--- config.mk ---
export PLATFORM = sky130hd
export DESIGN_NAME = insn_splitter
export DESIGN_NICKNAME = d
export VERILOG_FILES = /design/src/rtl/insn_splitter.sv
export SDC_FILE = /design/constraint.sdc
export NUM_CORES = 1
export LEC_CHECK = 0
export BUFFER_PORTS_ARGS = -buffer_cell sky130_fd_sc_hd__buf_2
export CAP_MARGIN = 10
export CELL_PAD_IN_SITES_DETAIL_PLACEMENT = 1
export CELL_PAD_IN_SITES_GLOBAL_PLACEMENT = 1
export CORE_AREA = 2 2 97 99
export CTS_BUF_LIST = sky130_fd_sc_hd__clkbuf_16
export DETAILED_ROUTE_END_ITERATION = 16
export DIE_AREA = 0 0 99 101
export GPL_TIMING_DRIVEN = 0
export PLACE_DENSITY = 0.93
export SYNTH_ARGS = -nofsm -noshare
export SYNTH_HDL_FRONTEND = slang
export SYNTH_SLANG_ARGS = --single-unit
--- constraint.sdc ---
create_clock -name clk -period 6.2 [get_ports clk]
set_input_delay 0.31 -clock clk [delete_from_list [all_inputs] [get_ports clk]]
set_output_delay 0.31 -clock clk [all_outputs]
set_load 0.05 [all_outputs]
--- src/rtl/insn_splitter.sv ---
module insn_splitter #(
  parameter int ADDR_W = 32,
  parameter logic [ADDR_W-1:0] RESET_PC = '0
) (
  input  logic              clk,
  input  logic              rst_n,
  input  logic              step,
  input  logic [47:0]       win,
  output logic [ADDR_W-1:0] pc,
  output logic [3:0]        icode,
  output logic [3:0]        ifun,
  output logic [3:0]        ra,
  output logic [3:0]        rb,
  output logic [31:0]       valc,
  output logic [2:0]        len,
  output logic [ADDR_W-1:0] next_pc,
  output logic              bad
);

  localparam logic [3:0] NO_REG = 4'h8;

  logic has_reg, has_c, c_late, fun_ok;

  assign icode = win[7:4];
  assign ifun  = win[3:0];

  always_comb begin
    has_reg = 1'b0;
    has_c   = 1'b0;
    c_late  = 1'b0;
    fun_ok  = (ifun == 4'h0);
    case (icode)
      4'h0, 4'h1, 4'h9: ;
      4'h2, 4'hA, 4'hB: has_reg = 1'b1;
      4'h6: begin has_reg = 1'b1; fun_ok = (ifun <= 4'h3); end
      4'h3, 4'h4, 4'h5: begin has_reg = 1'b1; has_c = 1'b1; c_late = 1'b1; end
      4'h7: begin has_c = 1'b1; fun_ok = (ifun <= 4'h6); end
      4'h8: has_c = 1'b1;
      default: fun_ok = 1'b0;
    endcase
  end

  assign bad = !fun_ok;

  assign len = bad ? 3'd1 : 3'd1 + {2'b00, has_reg} + (has_c ? 3'd4 : 3'd0);

  assign ra = (!bad && has_reg) ? win[15:12] : NO_REG;
  assign rb = (!bad && has_reg) ? win[11:8]  : NO_REG;

  assign valc = (bad || !has_c) ? 32'h0 : (c_late ? win[47:16] : win[39:8]);

  assign next_pc = pc + ADDR_W'(len);

  always_ff @(posedge clk or negedge rst_n) begin
    if (!rst_n)    pc <= RESET_PC;
    else if (step) pc <= next_pc;
  end

  assert_step_loads_R8: assert property (@(posedge clk) disable iff (!rst_n)
    step |=> pc == $past(next_pc));

  assert_idle_holds_R8: assert property (@(posedge clk) disable iff (!rst_n)
    !step |=> $stable(pc));

  assert_short_has_no_operands_R3: assert property (@(posedge clk) disable iff (!rst_n)
    (len == 3'd1) |-> (ra == NO_REG && rb == NO_REG && valc == 32'h0));

  assert_mem_forms_are_six_R2: assert property (@(posedge clk) disable iff (!rst_n)
    (!bad && (icode == 4'h3 || icode == 4'h4 || icode == 4'h5)) |-> len == 3'd6);

  assert_unknown_code_flagged_R5: assert property (@(posedge clk) disable iff (!rst_n)
    (icode > 4'hB) |-> (bad && len == 3'd1));

endmodule

# == After elaboration in Yosys (flattened, before gate mapping) ==
# Cells that the tools add are included.
# op_classes
addsub,3
order_cmp,2
eq_ne,11
muxes,10
reduce_logical,10
# ops
op,n
32-bit 2-to-1 mux,2
32-bit by 3-bit adder with 32-bit output,1
4-bit by 3-bit equality test with 1-bit output (second input constant),4
4-bit equality test (second input constant),4
10-bit OR reduction,1
4-bit by 2-bit equality test with 1-bit output (second input constant),2
4-bit zero test,2
4-bit 2-to-1 mux,2
7-bit OR reduction,1
3-bit 2-to-1 mux,2
5-bit OR reduction,1
4-bit by 1-bit equality test with 1-bit output (second input constant),1
4-bit by 2-bit <= comparator with 1-bit output (second input constant),1
4-bit by 3-bit <= comparator with 1-bit output (second input constant),1
2-bit by 3-bit adder with 3-bit output,1
1-bit 2-to-1 mux,3
1-bit one-hot mux with 3 select lines,1
3-bit OR reduction,1
1-bit by 1-bit adder with 2-bit output (first input constant),1
1-bit zero test,2
1-bit logical AND,1
1-bit logical OR,1
# word_totals
ff_bits,32
inputBits,51
out_inout_bits,116
word_cells,37

# == Longest topological paths before layout ==
# depth
depth_word,7
mapped_depth,11

# == Least setup slack after synthesis ==
# Ideal clock, no wire load.
# synth_path
path_type,input -> output
from,in win[1]
to,out next_pc[10]
arrival_ns,4.477
required_time_ns,5.890
slack_ns,1.413
cell_stages,9
n_path_buf,0
cell_sequence,and2_1 o41ai_1 nor3b_2 inv_1 ha_1 fa_1 a21oi_1 nor4_1 xor2_1
# synth_via
elab_chain_cells,4
word_cells_on_any_way,6
# synth_lines
item,line,text
from (decl),8,"input logic [47:0] win,"
4-bit by 3-bit <= comparator with 1-bit output (tied with other cells),37,4'h7: begin has_c = 1'b1; fun_ok = (ifun <= 4'h6); end
1-bit one-hot mux with 3 select lines (*),32,case (icode)
3-bit 2-to-1 mux (*),45,"assign len = bad ? 3'd1 : 3'd1 + {2'b00, has_reg} + (has_c ? 3'd4 : 3'd0);"
named net len[1],15,"output logic [2:0] len,"
32-bit by 3-bit adder with 32-bit output (*),52,assign next_pc = pc + ADDR_W'(len);
to (decl),16,"output logic [ADDR_W-1:0] next_pc,"
# Mark *: on every way through the listed nets, which the timed path passes. The rest lies on a longest branch.

# == Worst setup path after layout ==
# layout_path
from,in win[5]
to,out next_pc[18]
# layout_via
elab_chain_cells,7
word_cells_on_any_way,23
# layout_lines
item,line
4-bit by 2-bit equality test with 1-bit output (tied with other cells),32
7-bit OR reduction (no line) or 5-bit OR reduction (tied branches),--
1-bit 2-to-1 mux,32
1-bit by 1-bit adder with 2-bit output or 3-bit 2-to-1 mux (tied branches),45
2-bit by 3-bit adder with 3-bit output,45
3-bit 2-to-1 mux (*),45
32-bit by 3-bit adder with 32-bit output (*),52
# Every way passes the cells marked *; elsewhere a longest branch is shown, timed or not.

==> impl_results.md <==
* Gate Count Post-Synth at 331
* Routability cong. at 0.958
* Final worst slack at 1.81 ns
* Post-CTS Hold Fix Bufs at 0
* Ratio of cells with drive above 1 in the final layout at 0.410
* Vias/cell at 5.12
* Vias in the first global route at 3213
* VDD IR max at 0.109 mV
* Non-Filler Instances at 614
* Overall Global Routing Usage at 0.214
* Final ANT Viol Nets at 0
* FF-to-FF Start: pc[0]$_DFFE_PN0P_
* Syn_area_per_cell at 8.63 um^2
* Max-slew headroom at 0.423
* Crit end category: output port
* CTS tree: yes
* Hold WC Path Type: input port to asynchronous set/reset pin
* Worst R2R Path Depth at 6
* Routed Wire Length at 10800 um
* Fin crit period at 4.39 ns
* WL/cell at 17.6 um
* Setup Crit Path Kind: input port to output port
* Synth Warn # at 0
* Fin. max-slew vios at 0
* DR iter-0 viols at 102
* CP Launch Point: win[5]
* Final setup vio count at 0
* # nets final at 558
* H-tree Lvls at 2
* Tcrit/Tclk final at 0.708
* Setup tns final at 0 ns
* Final Cell Area at 0.00396 mm^2
* Die area at 0.0100 mm^2
* Max-cap violations at 0
* Dpl cell area at 0.00382 mm^2
* Final hold slack at 0.105 ns
* Clock Path Buffers at 2
* Largest net degree at the start of global routing at 33
* First-pass GRT wire length at 17200 um
* Clock sinks at 32
* Reg clk slew, reported paths at 0.05 ns
* Worst r2r dst: pc[12]$_DFFE_PN0P_
* Total core area at 0.00898 mm^2
* Post-CTS Setup Bufs at 0
* Post-synthesis sequential area ratio at 0.280
* Die Height at 101 um
* Root Buffer: clkbuf_16
* Row count at 35
* Num ports at 167
* Overflow after GRT at 0
* Leak at 0.00203 uW
* Required time worst endpoint at 5.89 ns
* Area delta synth->final at 38.4%
* Initial antenna violation count at 0
* Final Skew at 0.00465 ns
* FF/Latch Area at 801 um^2
* Final hold violations at 0
* Ys flop type: dfrtp_1
* Post-synthesis register bit count at 32
* Critical Path Fanout Max at 12
* PD cells at 254 mW/mm^2
* CTS resizes at 0
* Port Buffers at 165
* Placed insts at 607
* Cell area after synthesis at 0.00286 mm^2
* Reg2Reg Setup Slack at 3.98 ns
* Vias at 3146
* Async set-reset flop share out of synthesis at 1.00
* Footprint of the multi-input gates at 0.00186 mm^2
* CTS buffer count at 5
* Pre-CTS setup slack at 1.84 ns
* Layout fillers at 1137
* CP Launch Type: input port
* Distinct cells, synth at 40
* First-pass DRT Iterations at 4
* Clock Latency Late Sink at 0.27 ns
* Largest registers: pc x32
* EDFF count, synth at 0
* Outcome: finished, final reports clean
* DP HPWL at 8840 um
* Reg with most FFs: pc
* Worst slew pin tran at 0.861 ns
* Initial Utilization at 0.318
* RSZ-0062 raised after global routing: no
* # DRC at 0
* Crit path arrival time at 4.08 ns
* Largest register FFs at 32
* FMAX at 228 MHz
* Die Span X at 99 um
* Mapped Nets at 386
* Antenna cells at 0
worst max-delay path, cell delays in order:
cell and delay, ns:
buf_2 0.16, nand2_1 0.10, o41ai_1 0.47, nor3b_2 0.79, inv_1 0.16, ha_1 0.28, fa_1 0.42, a21oi_1 0.55
nor3_2 0.23, nand3_1 0.17, xnor2_1 0.14, buf_2 0.29
layer usage:
layer | GRT usage | wire length (um) | vias to the layer above
li1 | - | - | 1484
met1 | 0.255 | 4300 | 1531
met2 | 0.389 | 5630 | 117
met3 | 0.0479 | 648 | 14
met4 | 0.0548 | 209 | 0
met5 | 0 | 0 | -
cell usage after synthesis, drive strengths merged, types with 4 or more instances:
library cell / n / share of area
nand2b: 5 / 0.011
buf: 18 / 0.046
dfrtp: 32 / 0.28
xnor2: 42 / 0.13
nor4: 9 / 0.024
inv: 5 / 0.0066
nor3: 11 / 0.023
a21oi: 4 / 0.0070
clkbuf: 12 / 0.017
nand3: 17 / 0.033
and3: 5 / 0.011
and4: 4 / 0.012
xor2: 17 / 0.052
nand4: 24 / 0.053
nand2: 20 / 0.026
mux2i: 32 / 0.11
nor2: 39 / 0.051
and2: 11 / 0.024
cell usage in the layout (no fill, tap or decap), types with 4 or more instances in the layout:
| cell | Yosys | layout |
|---|---|---|
| a21oi_1 | 4 | 4 |
| and2_1 | 11 | 11 |
| and3_1 | 4 | 4 |
| and4_1 | 4 | 4 |
| buf_2 | 5 | 170 |
| buf_4 | 11 | 11 |
| clkbuf_1 | 9 | 9 |
| clkbuf_16 | 0 | 5 |
| dfrtp_1 | 32 | 32 |
| inv_1 | 5 | 6 |
| mux2i_1 | 32 | 32 |
| nand2_1 | 20 | 20 |
| nand2b_1 | 5 | 5 |
| nand3_1 | 15 | 15 |
| nand4_1 | 24 | 24 |
| nor2_1 | 39 | 39 |
| nor3_1 | 9 | 9 |
| nor4_1 | 7 | 7 |
| xnor2_1 | 42 | 42 |
| xor2_1 | 17 | 17 |
layout make-up:
class / instances / area share
tap: 111 / 0.0351
inverter: 5 / 0.00474
clock inverter: 2 / 0.00221
timing repair buffer: 165 / 0.209
sequential: 32 / 0.202
buffer: 30 / 0.0452
clock buffer: 5 / 0.0316
multi-input combinational: 264 / 0.470
worst max-delay path by stage:
stage                              to  slack (ns)
after global routing      next_pc[18]        1.58
after CTS                 next_pc[18]        1.84
after global placement    next_pc[16]        2.04
after floorplan           next_pc[10]        1.41
after detailed placement  next_pc[18]        1.84
final                     next_pc[18]        1.81
where the power goes:
group	internal (uW)	switching (uW)
logic	134	379
registers	232	31.4
clock network	144	85.7
total	510	496
kinds of logic after synthesis:
kind of cell / synth area share
and+or+nand+nor: 0.300
muxes: 0.124
buffers and inverters: 0.0692
adders and majority gates: 0.0201
DFF: 0.280
AOI/OAI and AO/OA: 0.0254
xor gates and xnor gates: 0.181
stage by stage:
step / total power, uW / utilization
2_1_floorplan: 647 / -
3_3_place_gp: 775 / 0.426
3_5_place_dp: 785 / 0.426
4_1_cts: 1020 / 0.441
5_1_grt: 1060 / 0.441
6_report: 1010 / 0.441
(Power assumes the default switching activity.)
